==> src/rtl/i2cw_pkg.sv <==
// Shared types for the I2C master transmitter.
// Assumes: one master on the bus, 7-bit addressing, write only.
package i2cw_pkg;
    typedef enum logic [2:0] {
        ST_IDLE,
        ST_START,
        ST_LOW,
        ST_HIGH,
        ST_HOLD,
        ST_STOP_LOW,
        ST_STOP_HIGH,
        ST_STOP_REL
    } i2cw_state_e;

    localparam int STAT_W      = 3;
    localparam int STAT_TXRDY  = 0;
    localparam int STAT_TXCOMP = 1;
    localparam int STAT_NACK   = 2;
endpackage

==> src/rtl/i2cw_sync.sv <==
// Two-flop synchronizer for one bus line input.
// Assumes: the line idles high, so reset loads 1.
module i2cw_sync (
    input  logic clk,
    input  logic rst_n,
    input  logic d,
    output logic q
);
    logic meta_q;

    // Move the asynchronous line level into the clock domain.
    always_ff @(posedge clk) begin
        if (!rst_n) begin
            meta_q <= 1'b1;
            q      <= 1'b1;
        end else begin
            meta_q <= d;
            q      <= meta_q;
        end
    end
endmodule

==> src/rtl/i2cw_phase_timer.sv <==
// Counts the clocks of one SCL phase.
// done is high in the last enabled cycle of the phase.
// Assumes: limit >= 1, and clr pulses on every phase change.
module i2cw_phase_timer #(
    parameter int W = 8
) (
    input  logic         clk,
    input  logic         rst_n,
    input  logic         clr,
    input  logic         en,
    input  logic [W-1:0] limit,
    output logic         done
);
    logic [W-1:0] cnt_q;

    assign done = en && (cnt_q == limit - 1'b1);

    // Advance while enabled; restart on a phase change or at the end of a phase.
    always_ff @(posedge clk) begin
        if (!rst_n)          cnt_q <= '0;
        else if (clr || done) cnt_q <= '0;
        else if (en)         cnt_q <= cnt_q + 1'b1;
    end
endmodule

==> src/rtl/i2cw_status.sv <==
// Holding-register occupancy, sticky status flags and the masked interrupt.
// Assumes: a write has priority over take/flush in the same cycle.
module i2cw_status
    import i2cw_pkg::*;
(
    input  logic              clk,
    input  logic              rst_n,
    input  logic              xfer_start,
    input  logic              thr_wr,
    input  logic              thr_take,
    input  logic              thr_flush,
    input  logic              nack_set,
    input  logic              stop_done,
    input  logic [STAT_W-1:0] ien,
    output logic              thr_full,
    output logic              txrdy,
    output logic              txcomp,
    output logic              nack,
    output logic              irq
);
    logic [STAT_W-1:0] stat;

    // Track whether the holding register has a byte waiting.
    always_ff @(posedge clk) begin
        if (!rst_n)                    thr_full <= 1'b0;
        else if (thr_wr)               thr_full <= 1'b1;
        else if (thr_take || thr_flush) thr_full <= 1'b0;
    end

    // Sticky refusal flag, cleared when the next transfer starts.
    always_ff @(posedge clk) begin
        if (!rst_n)          nack <= 1'b0;
        else if (xfer_start) nack <= 1'b0;
        else if (nack_set)   nack <= 1'b1;
    end

    // Transfer-complete flag: idle after reset, set once STOP finishes.
    always_ff @(posedge clk) begin
        if (!rst_n)          txcomp <= 1'b1;
        else if (xfer_start) txcomp <= 1'b0;
        else if (stop_done)  txcomp <= 1'b1;
    end

    assign txrdy = !thr_full;

    assign stat[STAT_TXRDY]  = txrdy;
    assign stat[STAT_TXCOMP] = txcomp;
    assign stat[STAT_NACK]   = nack;
    assign irq = |(stat & ien);
endmodule

==> src/rtl/i2c_wr_master.sv <==
// I2C master transmitter: START, address+W, data bytes with acknowledge
// sampling, a stall on an empty holding register, and STOP on command only.
// Assumes: single master; div_low and div_high are at least 2; the pads are
// open-drain, so *_oe = 1 pulls the line low.
module i2c_wr_master
    import i2cw_pkg::*;
#(
    parameter int DIV_W = 8
) (
    input  logic             clk,
    input  logic             rst_n,
    input  logic             addr_we,
    input  logic [6:0]       addr_in,
    input  logic             thr_we,
    input  logic [7:0]       thr_in,
    input  logic             stop_cmd,
    input  logic [2:0]       ien,
    input  logic [DIV_W-1:0] div_low,
    input  logic [DIV_W-1:0] div_high,
    input  logic             scl_in,
    input  logic             sda_in,
    output logic             scl_oe,
    output logic             sda_oe,
    output logic             txrdy,
    output logic             txcomp,
    output logic             nack,
    output logic             irq
);
    localparam int BITS  = 8;
    localparam int CNT_W = $clog2(BITS + 1);
    localparam int LINES = 2;

    i2cw_state_e      state_q, state_d;
    logic [6:0]       addr_q;
    logic [7:0]       thr_q;
    logic [7:0]       shift_q, shift_d;
    logic [CNT_W-1:0] bit_q, bit_d;
    logic             stop_pend_q;
    logic             sda_drive;
    logic             thr_full;
    logic             ack_slot;
    logic             tmr_en, tmr_done, tmr_clr;
    logic [DIV_W-1:0] tmr_limit;
    logic             xfer_start, thr_take, thr_flush, nack_set, stop_done;
    logic [LINES-1:0] line_raw, line_sync;
    logic             scl_s, sda_s;

    // One synchronizer per bus line.
    assign line_raw = {sda_in, scl_in};
    for (genvar g = 0; g < LINES; g++) begin : g_sync
        i2cw_sync u_sync (
            .clk  (clk),
            .rst_n(rst_n),
            .d    (line_raw[g]),
            .q    (line_sync[g])
        );
    end
    assign scl_s = line_sync[0];
    assign sda_s = line_sync[1];

    // Pick the phase length and gate the high phases on the real SCL level.
    assign ack_slot  = (bit_q == CNT_W'(BITS));
    assign tmr_limit = (state_q == ST_LOW || state_q == ST_STOP_LOW) ? div_low : div_high;
    always_comb begin
        case (state_q)
            ST_HIGH, ST_STOP_HIGH:          tmr_en = scl_s;
            ST_START, ST_LOW, ST_STOP_LOW,
            ST_STOP_REL:                    tmr_en = 1'b1;
            default:                        tmr_en = 1'b0;
        endcase
    end
    assign tmr_clr = (state_d != state_q);

    i2cw_phase_timer #(.W(DIV_W)) u_timer (
        .clk  (clk),
        .rst_n(rst_n),
        .clr  (tmr_clr),
        .en   (tmr_en),
        .limit(tmr_limit),
        .done (tmr_done)
    );

    // Sequence the bus phases, byte boundaries and the stall.
    always_comb begin
        state_d    = state_q;
        shift_d    = shift_q;
        bit_d      = bit_q;
        xfer_start = 1'b0;
        thr_take   = 1'b0;
        thr_flush  = 1'b0;
        nack_set   = 1'b0;
        stop_done  = 1'b0;
        case (state_q)
            ST_IDLE: if (thr_full) begin
                xfer_start = 1'b1;
                state_d    = ST_START;
            end
            ST_START: if (tmr_done) begin
                shift_d = {addr_q, 1'b0};
                bit_d   = '0;
                state_d = ST_LOW;
            end
            ST_LOW: if (tmr_done) state_d = ST_HIGH;
            ST_HIGH: if (tmr_done) begin
                if (!ack_slot) begin
                    shift_d = {shift_q[6:0], 1'b0};
                    bit_d   = bit_q + 1'b1;
                    state_d = ST_LOW;
                end else begin
                    nack_set = sda_s;
                    if (!sda_s && thr_full) begin
                        thr_take = 1'b1;
                        shift_d  = thr_q;
                        bit_d    = '0;
                        state_d  = ST_LOW;
                    end else if (stop_pend_q) begin
                        thr_flush = 1'b1;
                        state_d   = ST_STOP_LOW;
                    end else begin
                        state_d = ST_HOLD;
                    end
                end
            end
            ST_HOLD: begin
                if (thr_full && !nack) begin
                    thr_take = 1'b1;
                    shift_d  = thr_q;
                    bit_d    = '0;
                    state_d  = ST_LOW;
                end else if (stop_pend_q) begin
                    thr_flush = 1'b1;
                    state_d   = ST_STOP_LOW;
                end
            end
            ST_STOP_LOW:  if (tmr_done) state_d = ST_STOP_HIGH;
            ST_STOP_HIGH: if (tmr_done) state_d = ST_STOP_REL;
            ST_STOP_REL: if (tmr_done) begin
                stop_done = 1'b1;
                state_d   = ST_IDLE;
            end
            default: state_d = ST_IDLE;
        endcase
    end

    // SDA level wanted by the current phase; the ninth bit releases the line.
    always_comb begin
        case (state_q)
            ST_START, ST_STOP_LOW, ST_STOP_HIGH: sda_drive = 1'b1;
            ST_LOW, ST_HIGH:                     sda_drive = !ack_slot && !shift_q[7];
            default:                             sda_drive = 1'b0;
        endcase
    end

    assign scl_oe = (state_q == ST_LOW) || (state_q == ST_HOLD) || (state_q == ST_STOP_LOW);

    // Phase state, shifter and bit count.
    always_ff @(posedge clk) begin
        if (!rst_n) begin
            state_q <= ST_IDLE;
            shift_q <= '0;
            bit_q   <= '0;
        end else begin
            state_q <= state_d;
            shift_q <= shift_d;
            bit_q   <= bit_d;
        end
    end

    // Delay SDA by one clock so it moves only after SCL has gone low.
    always_ff @(posedge clk) begin
        if (!rst_n) sda_oe <= 1'b0;
        else        sda_oe <= sda_drive;
    end

    // Software-loaded address and holding byte.
    always_ff @(posedge clk) begin
        if (!rst_n) begin
            addr_q <= '0;
            thr_q  <= '0;
        end else begin
            if (addr_we) addr_q <= addr_in;
            if (thr_we)  thr_q  <= thr_in;
        end
    end

    // Remember a stop request made during a transfer until the STOP is complete.
    always_ff @(posedge clk) begin
        if (!rst_n) stop_pend_q <= 1'b0;
        else if (stop_done) stop_pend_q <= 1'b0;
        else if (stop_cmd && (state_q == ST_START || state_q == ST_LOW ||
                              state_q == ST_HIGH || state_q == ST_HOLD))
            stop_pend_q <= 1'b1;
    end

    i2cw_status u_status (
        .clk       (clk),
        .rst_n     (rst_n),
        .xfer_start(xfer_start),
        .thr_wr    (thr_we),
        .thr_take  (thr_take),
        .thr_flush (thr_flush),
        .nack_set  (nack_set),
        .stop_done (stop_done),
        .ien       (ien),
        .thr_full  (thr_full),
        .txrdy     (txrdy),
        .txcomp    (txcomp),
        .nack      (nack),
        .irq       (irq)
    );
endmodule

==> config.mk <==
export PLATFORM = sky130hd
export DESIGN_NAME = i2c_wr_master
export DESIGN_NICKNAME = d
export VERILOG_FILES = /design/src/rtl/i2cw_pkg.sv /design/src/rtl/i2cw_sync.sv /design/src/rtl/i2cw_phase_timer.sv /design/src/rtl/i2cw_status.sv /design/src/rtl/i2c_wr_master.sv
export SDC_FILE = /design/constraint.sdc
export NUM_CORES = 1
export LEC_CHECK = 0
export BUFFER_PORTS_ARGS = -buffer_cell sky130_fd_sc_hd__clkbuf_2
export CAP_MARGIN = 20
export CORE_MARGIN = 2
export CORE_UTILIZATION = 56
export CTS_CLUSTER_SIZE = 40
export DETAILED_ROUTE_END_ITERATION = 8
export PLACE_DENSITY = 0.89
export SLEW_MARGIN = 10
export SYNTH_ARGS = -nofsm -noshare
export SYNTH_HDL_FRONTEND = slang
export SYNTH_SLANG_ARGS = --single-unit
==> constraint.sdc <==
create_clock -name clk -period 4 [get_ports clk]
set_input_delay 0 -clock clk [delete_from_list [all_inputs] [get_ports clk]]
set_output_delay 0 -clock clk [all_outputs]
set_load 0.05 [all_outputs]
; ---- Word-level counts from Yosys, hierarchy flattened
; Index checks and enable logic that the tools add are counted.
[word_totals]
out_inout_bits = 6
reg_bits = 47
elab_cells = 115
in_bits = 41
[classes]
n_bitwise = 2
muxes = 50
addsub = 3
n_reduce_logical = 31
eq_ne = 14
[ops]
columns = cell, n
row1 = 8-bit two-way mux, 6
row2 = 3-bit two-way mux, 11
row3 = 3-bit case mux with 8 select lines, 1
row4 = 8-bit case mux with 3 select lines, 1
row5 = 1-bit two-way mux, 21
row6 = 4-bit two-way mux, 5
row7 = "3-bit equality test, second input constant", 4
row8 = 4-bit case mux with 3 select lines, 1
row9 = 2-bit OR reduction, 5
row10 = "8-bit by 1-bit adder with 8-bit output, second input constant", 1
row11 = 8-bit equality test, 1
row12 = 1-bit logical OR, 8
row13 = 1-bit case mux with 2 select lines, 4
row14 = "8-bit by 1-bit subtractor with 8-bit output, second input constant", 1
row15 = "3-bit by 2-bit equality test with 1-bit output, second input constant", 2
row16 = 3-bit OR reduction, 2
row17 = 1-bit logical AND, 5
row18 = 1-bit zero test, 5
row19 = 5-bit AND reduction, 1
row20 = "4-bit by 1-bit adder with 4-bit output, second input constant", 1
row21 = "4-bit equality test, second input constant", 1
row22 = "2-bit by 1-bit != test with 1-bit output, second input constant", 2
row23 = 2-bit nonzero test, 2
row24 = 4-bit OR reduction, 1
row25 = other kinds (8), 8

; ---- Longest topological paths before layout
; Gate-level depths: netlist of the first run.
[depth]
ltp_word = 11
ltp_mapped = 13
mapped_depth_nobuf = 10

; ---- Hierarchy
; A second synthesis of the first run with hierarchy kept.
[hier_totals]
hier_cells = 298
hier_area_um2 = 2633.8
[modules_own_cells]
columns = module, n_inst, seq_area_each_um2, cells_per_inst, area_each_um2
row1 = i2c_wr_master, 1, 640.6, 193, 1725.4
row2 = i2cw_phase_timer, 1, 160.2, 83, 678.2
row3 = i2cw_status, 1, 60.1, 14, 125.1
row4 = i2cw_sync, 2, 40.0, 4, 52.6

; ---- Least setup slack after synthesis of the first run
; OpenSTA, ideal clock, no wires.
[synth_path]
path_kind = flip-flop to flip-flop
startpoint = register state_q[1]
endpoint = register bit_q[0]
required_ps = 3880
setup_time_ps = 120
period_less_slack_ps = 2816
slack_ps = 1184
arrival_time_ps = 2696
stages_incl_launch_ff = 13
n_path_buf = 2
path_cell_list = dfxtp_1 > and3b_1 > or2_1 > buf_2 > o221ai_1 > ha_1 > nand3_1 > o2111ai_1 > nand3_1 > a211oi_4 > a31oi_1 > buf_6 > mux2i_1
[synth_via]
elab_chain_len = 8
elab_cells_between_ends = 22
classes_between = 1 x add/sub / 12 x eq/ne / 3 x mux / 6 x reduce/logical
[synth_lines]
columns = item, line
row1 = start: declaration, i2c_wr_master.sv:33  ; i2cw_state_e state_q, state_d;
row2 = start signal: assignment, i2c_wr_master.sv:163  ; state_q <= state_d;
row3 = 3-bit by 2-bit equality test with 1-bit output / 3-bit equality test (equally long branches), "i2c_wr_master.sv:63, i2c_wr_master.sv:65"
row4 = 1-bit logical OR, i2c_wr_master.sv:63  ; assign tmr_limit = (state_q == ST_LOW || state_q == ST_STOP_LOW) ? div_low : div_high;
row5 = 8-bit two-way mux, i2c_wr_master.sv:63
row6 = 8-bit by 1-bit subtractor with 8-bit output, i2cw_phase_timer.sv:16  ; assign done = en && (cnt_q == limit - 1'b1);
row7 = 8-bit equality test, i2cw_phase_timer.sv:16
row8 = 1-bit logical AND, i2cw_phase_timer.sv:16
row9 = 2-bit by 1-bit != test with 1-bit output (no source line), n/a
row10 = 5-bit AND reduction (no source line), n/a
row11 = end signal: assignment, i2c_wr_master.sv:165  ; bit_q <= bit_d;
row12 = end: declaration, i2c_wr_master.sv:37  ; logic [CNT_W-1:0] bit_q, bit_d;
; Several ways; a longest one is shown, not always the timed one.
; A chain may end at the register's enable or synchronous reset.

; ---- Final worst setup path of the first run
[layout_path]
startpoint = register state_q[1]
endpoint = register bit_q[3]
; The elaborated chain is that of the path after synthesis.

==> results of run 1 <==
registers in the layout, indices dropped and copies added (netlist names):
name,flops
addr_q,7
bit_q,4
g_sync.u_sync.meta_q,2
g_sync.u_sync.q,2
sda_oe,1
shift_q,8
state_q,3
stop_pend_q,1
thr_q,8
u_status.nack,1
u_status.thr_full,1
u_status.txcomp,1
u_timer.cnt_q,8
worst max-delay path, delay by kind of cell, from the launching register on:
kind | cells | cell delay, ps
adder cells (fa/ha/maj) | 1 | 300
AND/OR/NAND/NOR | 3 | 820
buffers and inverters | 1 | 230
flip-flops | 1 | 560
AO/OA/AOI/OAI | 5 | 1510
cell families after synthesis:
| group | Yosys count |
|---|---|
| buffers and inverters | 26 |
| and+or+nand+nor | 132 |
| muxes | 32 |
| AOI/OAI and AO/OA | 58 |
| xor gates and xnor gates | 16 |
| DFF | 47 |
| adders and majority gates | 4 |
area by class of cell:
cell class,instances,area share
Multi-Input combinational cell,242,0.508
Sequential cell,47,0.297
Timing Repair Buffer,66,0.133
Clock buffer,6,0.0229
Tap cell,54,0.0213
Inverter,10,0.0118
Clock inverter,2,0.00553
Yosys cell counts, types with 2 or more instances:
cell type	count
a21oi_1	7
a222oi_1	7
buf_2	3
clkbuf_1	11
dfxtp_1	47
ha_1	4
inv_1	10
mux2i_1	32
nand2_1	26
nand2b_1	15
nand3_1	17
nand4_1	5
nand4b_1	2
nor2_1	44
nor2b_1	2
nor3_1	5
nor3b_1	7
o21ai_0	14
o21ai_1	3
o221ai_1	5
o22ai_1	2
o31ai_1	2
xnor2_1	7
xor2_1	9
through the flow:
| stage | std cells | utilization | area, um^2 | hold WS (ps) |
|---|---|---|---|---|
| after floorplan | 315 | - | 2660 | 101 |
| after global placement | 402 | 0.624 | 2910 | 181 |
| after global routing | 427 | 0.680 | 3170 | 152 |
| after detailed placement | 402 | 0.624 | 2910 | 192 |
| final | 427 | 0.680 | 3170 | 95.7 |
| after CTS | 427 | 0.680 | 3170 | 104 |
where the power goes:
group | internal (mW) | switching (mW)
clock | 0.126 | 0.165
sequential | 0.489 | 0.0263
combinational | 0.104 | 0.144
total | 0.718 | 0.335
how the worst min path moves through the flow:
| stage | end | cells past startpoint | from | slack [ps] |
|---|---|---|---|---|
| after floorplan | g_sync[0].u_sync.meta_q$_SDFF_PN1_ | 1 | scl_in | 100 |
| after detailed placement | g_sync[1].u_sync.meta_q$_SDFF_PN1_ | 2 | sda_in | 190 |
| after global placement | g_sync[1].u_sync.meta_q$_SDFF_PN1_ | 2 | sda_in | 180 |
| after global routing | stop_pend_q$_SDFFE_PP0P_ | 4 | stop_cmd | 150 |
| final | stop_pend_q$_SDFFE_PP0P_ | 4 | stop_cmd | 100 |
| after CTS | stop_pend_q$_SDFFE_PP0P_ | 4 | stop_cmd | 100 |
metal layers:
| metal | track usage | part of all wire | vias up |
|---|---|---|---|
| met5 | 0 | 0 | - |
| met4 | 0.113 | 0.026 | 0 |
| met3 | 0.0497 | 0.056 | 16 |
| met2 | 0.453 | 0.49 | 100 |
| met1 | 0.297 | 0.43 | 1176 |
| li1 | - | - | 1248 |
==> metrics.txt, run 1 <==
multi-input combinational cell area roughly 1600 um^2; final slew viol count 0; HPWL after DPL around 4300 um; leading register cell type out of synthesis dfxtp_1; outcome finished, final reports clean; CTS tree done; vias in the first global route 2,477; Setup Fix Bufs, Post-CTS 0; largest net degree at the start of global routing 34; n_diodes 0; Seq/Total Area, Yosys 0.354; largest family of logic cells by synthesized area simple AND/OR/NAND/NOR gates; max_cap viols 0; Mean Syn Cell Area 8.44 um^2; Routed WL per cell 14.9 um; largest cells by area after synthesis dfxtp_1 35%, mux2i_1 12%, nor2_1 6.2%, nand2_1 3.7%, nand2b_1 3.5%; syn nets 360; #FFs+latches synth between 40 and 50; R2R cell count 10; nets 417; endpoint class of the critical path register; Clock Tree Buf Depth 2; min Tclk post-route approximately 3500 ps; via count between 2,000 and 3,000; Post-Syn Area 2660 um^2; # IOs between 40 and 50; core area 4660 um^2; Die X-Extent 72.9 um; Max-Slew Margin vs Limit 0.542; Hold/Removal Path Class input port to register; most frequent cells in the layout 47 x dfxtp_1, 46 x clkbuf_2, 44 x nor2_1, 32 x mux2i_1, 26 x nand2_1; Crit Path Class register to register; CP max-delay cell dfxtp_1; sequential cell area about 940 um^2; Leakage Power roughly 1.3 nW; initial drt markers roughly 160; H-tree levels 2; PD cells 332 nW/um^2; CP max stage delay between 500 and 600 ps; Startpoint Class register; Setup Viol. Count Final 0; drt pass-1 iters 6; fin crit share 0.879; Post-DRT Antenna Nets 0; CTS Hold Bufs 17; reg-to-reg critical path startpoint state_q[1]$_SDFF_PN0_; Synth cell types between 50 and 60; Synth Warn # 0; initial antenna violation count 0; PnR worst setup slack 485 ps; Syn Inst Count between 300 and 400; FP Rows 25; Routability Congestion 0.853; PnR Total Power approximately 1.1 mW; multiplexer share of the synthesized area 0.120; post-synthesis xor/xnor area fraction 0.0527; Slew @ Worst Pin 688 ps; DRC 0; Async SR Flop Fraction 0; Yosys top cell by area dfxtp_1; WL final roughly 6400 um; CP Data Required Time 4220 ps; f_max 285 MHz; crit path DAT around 3700 ps; PortBufs 46; Reg-to-Reg End bit_q[3]$_SDFFE_PN0P_; Setup crit start state_q[1]$_SDFF_PN0_; r2r setup slk 490 ps; Fill cells roughly 370; full die area approximately 5300 um^2; worst-path fanout max 13; global-route wire length before repair ~11,000 um; crit path to bit_q[3]$_SDFFE_PN0P_; cells along the critical path or3b_1 > o221ai_1 > ha_1 > nand3_1 > o21ai_0 > nand3_1 > a211oi_4 > a31oi_1 > buf_4 > o211a_1; initial core utilization 0.571; Simple-Gate Fraction of Synth Area 0.249; Overall Global Routing Usage 0.256; Num CTS Buffers 5; Post-CTS Resized 0; Hold Violations, Final 0; routed vias/inst approximately 6; pre-CTS setup slack 541 ps; most common cell after layout, fill and taps aside dfxtp_1; Crit path top cell by count nand3_1; post-synthesis compound-gate area fraction 0.164; Post-synth EDFFs 0; Worst Skew between 15 and 20 ps; sum of negative setup slack 0 ps; root buf cell clkbuf_8; die height between 70 and 80 um; worst skew pair latency slightly above 300 ps; share of post-route cells with drive strength above 1 0.166; Synth Area in Adders 0.0188; peak supply drop approximately 0.23 mV; unrepaired setup endpoints after global routing false; Synth top area share 0.354; total grt overflow 0; total clock sinks 47; area growth from synthesis to layout 19.1%; Worst-path clk slew approximately 100 ps
No activity file was read; power rests on OpenSTA's default activity.
==> run 2: changes to the inputs <==
--- a/config.mk
+++ b/config.mk
@@ -5,13 +5,15 @@
 export SDC_FILE = /design/constraint.sdc
 export NUM_CORES = 1
 export LEC_CHECK = 0
+export ABC_AREA = 1
 export BUFFER_PORTS_ARGS = -buffer_cell sky130_fd_sc_hd__clkbuf_2
 export CAP_MARGIN = 20
 export CORE_MARGIN = 2
-export CORE_UTILIZATION = 56
+export CORE_UTILIZATION = 58
+export CTS_BUF_LIST = sky130_fd_sc_hd__clkbuf_8
 export CTS_CLUSTER_SIZE = 40
 export DETAILED_ROUTE_END_ITERATION = 8
-export PLACE_DENSITY = 0.89
+export PLACE_DENSITY = 0.91
 export SLEW_MARGIN = 10
 export SYNTH_ARGS = -nofsm -noshare
 export SYNTH_HDL_FRONTEND = slang
==> run 2 against run 1 <==
Effect of this change: first-iteration DRC count up 29%; clock-buffer cell count unchanged; critical endpoint is now bit_q[2]$_SDFFE_PN0P_; sequential power down 1%; core utilization up 1.6 points; cell count up 25%; largest cell class unchanged; register-to-register slack better by 130 ps; largest power group unchanged; worst setup slack better by 130 ps; synthesized cell count up 34%; hold slack worse by 94 ps; cell area up 2.3%; global-route usage about the same; clock skew down 5.2 ps.
==> metrics.txt, run 2 <==
outcome finished, final reports clean; grt met2 use 0.448 (-0.00408); unrepaired setup endpoints after global routing false; PnR worst setup slack 619 ps (+134 ps); drt pass-1 iters 4 (-2); CP max stage delay 510 ps (-50 ps); H-tree levels 2 (unchanged); global-route wire length before repair 10,800 um (-0.45%); grt peak-use layer met2; Worst-path clk slew 90 ps (about the same); # IOs 47 (unchanged); reg-to-reg critical path startpoint state_q[1]$_SDFF_PN0_; WL final 6460 um (+1.3%); total grt overflow 0 (unchanged); Syn Inst Count 421 (+34%); commonest cells in the netlist 93 x nand2_1, 62 x nor2_1, 51 x inv_1; via count 2,865 (+13%); fin crit share 0.845 (-0.0336); launch point of the worst hold path addr_in[3]; top-count cell post-synth nand2_1; initial core utilization 0.593 (+0.0220); initial drt markers 207 (+29%); Crit Path Class register to register; Routed WL per cell 12.1 um (-19%); most frequent cells in the layout 93 x nand2_1, 62 x nor2_1, 51 x inv_1, 47 x dfxtp_1, 46 x clkbuf_2; cells along the critical path inv_1 > nand3_2 > nand2_2 > nand2_1 > nand2_2 > ha_1 > xnor2_1 > a21oi_1 > nand2_1 > nor2_1 > nand2_1 > nor2_1 > nand2_1 > nor2_2 > nand2_2 > nand3_1 > nand2_2 > inv_2 > nand2_1 > xor2_1 > nor2_1; Startpoint Class register; Hold/Removal Path Class input port to register; largest net degree at the start of global routing 27 (-21%); Top delay family on crit path simple AND/OR/NAND/NOR gates; Setup Fix Bufs, Post-CTS 0 (unchanged); met3 Use GR 0.0511 (+0.00138); Post-Syn Area 2760 um^2 (+3.9%); biggest regs shift_q x8, thr_q x8, u_timer.cnt_q x8; PD cells 304 nW/um^2 (-8.6%); Mean Syn Cell Area 6.56 um^2 (-22%); syn nets 466 (+29%); Synth top area share 0.341 (-0.0131); n_diodes 0 (unchanged); CTS tree done; core area 4660 um^2 (unchanged); Crit path top cell by count nand2_1; max_cap viols 0 (unchanged); Routability Congestion 0.921 (+8.0%); share of post-route cells with drive strength above 1 0.160 (-0.00580); Die X-Extent 73.0 um (+0.13%); Synth Warn # 0 (unchanged); pre-CTS setup slack 693 ps (+153 ps); peak supply drop 0.293 mV (+28%); PortBufs 46 (unchanged); total clock sinks 47 (unchanged); Setup Viol. Count Final 0 (unchanged); Worst Skew 12.6 ps (-5.18 ps); endpoint class of the critical path register; most common cell after layout, fill and taps aside nand2_1; Overall Global Routing Usage 0.255 (-0.000387); Leakage Power 1.53 nW (+14%); r2r setup slk 620 ps (+130 ps); CP Data Required Time 4180 ps (-40 ps); leading register cell type out of synthesis dfxtp_1; #FFs+latches synth 47 (unchanged); DRC 0 (unchanged); CP bufs+invs 2 (+1); FP Rows 25 (unchanged); final slew viol count 0 (unchanged); area growth from synthesis to layout 17.3%; Max-Slew Margin vs Limit 0.660 (+0.118); vias in the first global route 2,574 (+3.9%); crit path DAT 3560 ps (-170 ps); PnR Total Power 0.985 mW (-6.5%); Hold Violations, Final 0 (unchanged); largest cells by area after synthesis dfxtp_1 34%, nand2_1 13%, nor2_1 8.4%, inv_1 6.9%, nand3_1 6.7%; routed vias/inst 5.37 (-9.8%); met1 GRT Util 0.305 (+0.00742); die height 73.0 um (+0.13%); worst-path fanout max 17 (+4); Async SR Flop Fraction 0 (unchanged); worst skew pair latency 300 ps (about the same); Yosys top cell by area dfxtp_1; initial antenna violation count 0 (unchanged); Seq/Total Area, Yosys 0.341 (-0.0131); Fill cells 378 (+1.9%); full die area 5330 um^2 (+0.26%); Post-synth EDFFs 0 (unchanged); Num CTS Buffers 5 (unchanged); Setup crit start state_q[1]$_SDFF_PN0_; f_max 296 MHz (+4.0%); sum of negative setup slack 0 ps (unchanged); min Tclk post-route 3380 ps (-134 ps); Post-DRT Antenna Nets 0 (unchanged); root buf cell clkbuf_8; Clock Tree Buf Depth 2 (unchanged); Slew @ Worst Pin 509 ps (-179 ps); nets 524 (+26%); HPWL after DPL 4750 um (+12%); CP max-delay cell dfxtp_1; Synth cell types 35 (-34%); hold_ws 2.22 ps (-93.5 ps)
run 2: cell types whose count changed after synthesis, moves of 15 or more:
cell,before,now
nand3_1,17,37
nand2_1,26,93
mux2i_1,32,1
a21oi_1,7,22
inv_1,10,51
nand2b_1,15,0
nor2_1,44,62
run 2: logic make-up (layout without fill, tap and decap cells):
kind of cell | Yosys count | in the layout | share of synthesized area
compound gates | 59 | 59 | 0.121
xor+xnor | 13 | 13 | 0.0412
fa+ha+maj | 4 | 4 | 0.0181
buf+inv | 65 | 124 | 0.0969
flops | 47 | 47 | 0.341
mux | 1 | 1 | 0.00362
simple gates | 232 | 232 | 0.378
run 2: per-stage QoR:
step / std cells / util / cell area (um^2)
after floorplan: 421 / - / 2760
after global placement: 512 / 0.644 / 3000
after detailed placement: 512 / 0.644 / 3000
after CTS: 534 / 0.696 / 3240
after global routing: 534 / 0.696 / 3240
final: 534 / 0.696 / 3240
run 2: power breakdown:
part           internal [mW]  switching, mW
sequential             0.494         0.0154
clock                  0.141          0.162
combinational         0.0695          0.104
run 2: layout make-up:
type | instances | area (um^2) | area share
clock buffer | 6 | 82.6 | 0.0255
clock inverter | 2 | 16.3 | 0.00502
inverter | 56 | 210 | 0.0648
multi-input combinational | 309 | 1550 | 0.479
sequential | 47 | 941 | 0.290
tap | 54 | 67.6 | 0.0208
timing repair buffer | 60 | 370 | 0.114
run 2: final timing paths:
path | to | depth (start not counted)
max | bit_q[2]$_SDFFE_PN0P_ | 21
min | addr_q[3]$_SDFFE_PN0P_ | 3
max reg2reg | bit_q[2]$_SDFFE_PN0P_ | 21
min reg2reg | g_sync[0].u_sync.q$_SDFF_PN1_ | 1
run 2: layer usage:
layer | wire [um] | share of wire | vias up
li1 | - | - | 1476
met1 | 2770 | 0.43 | 1271
met2 | 3250 | 0.50 | 105
met3 | 342 | 0.053 | 13
met4 | 102 | 0.016 | 0
met5 | 0 | 0 | -
run 2: worst reg2reg max path: cells and delay by family, from the launching register on:
family / cells / cell delay, ps
and+or+nand+nor: 15 / 1620
AOI/OAI and AO/OA: 1 / 140
xor gates and xnor gates: 2 / 290
adders and majority gates: 1 / 330
DFF: 1 / 510
buffers and inverters: 2 / 370
run 2: timing repair:
item                                   CTS  global route
gates resized for setup                  0             0
endpoints found under the hold margin   14             0
hold buffers                            14             0
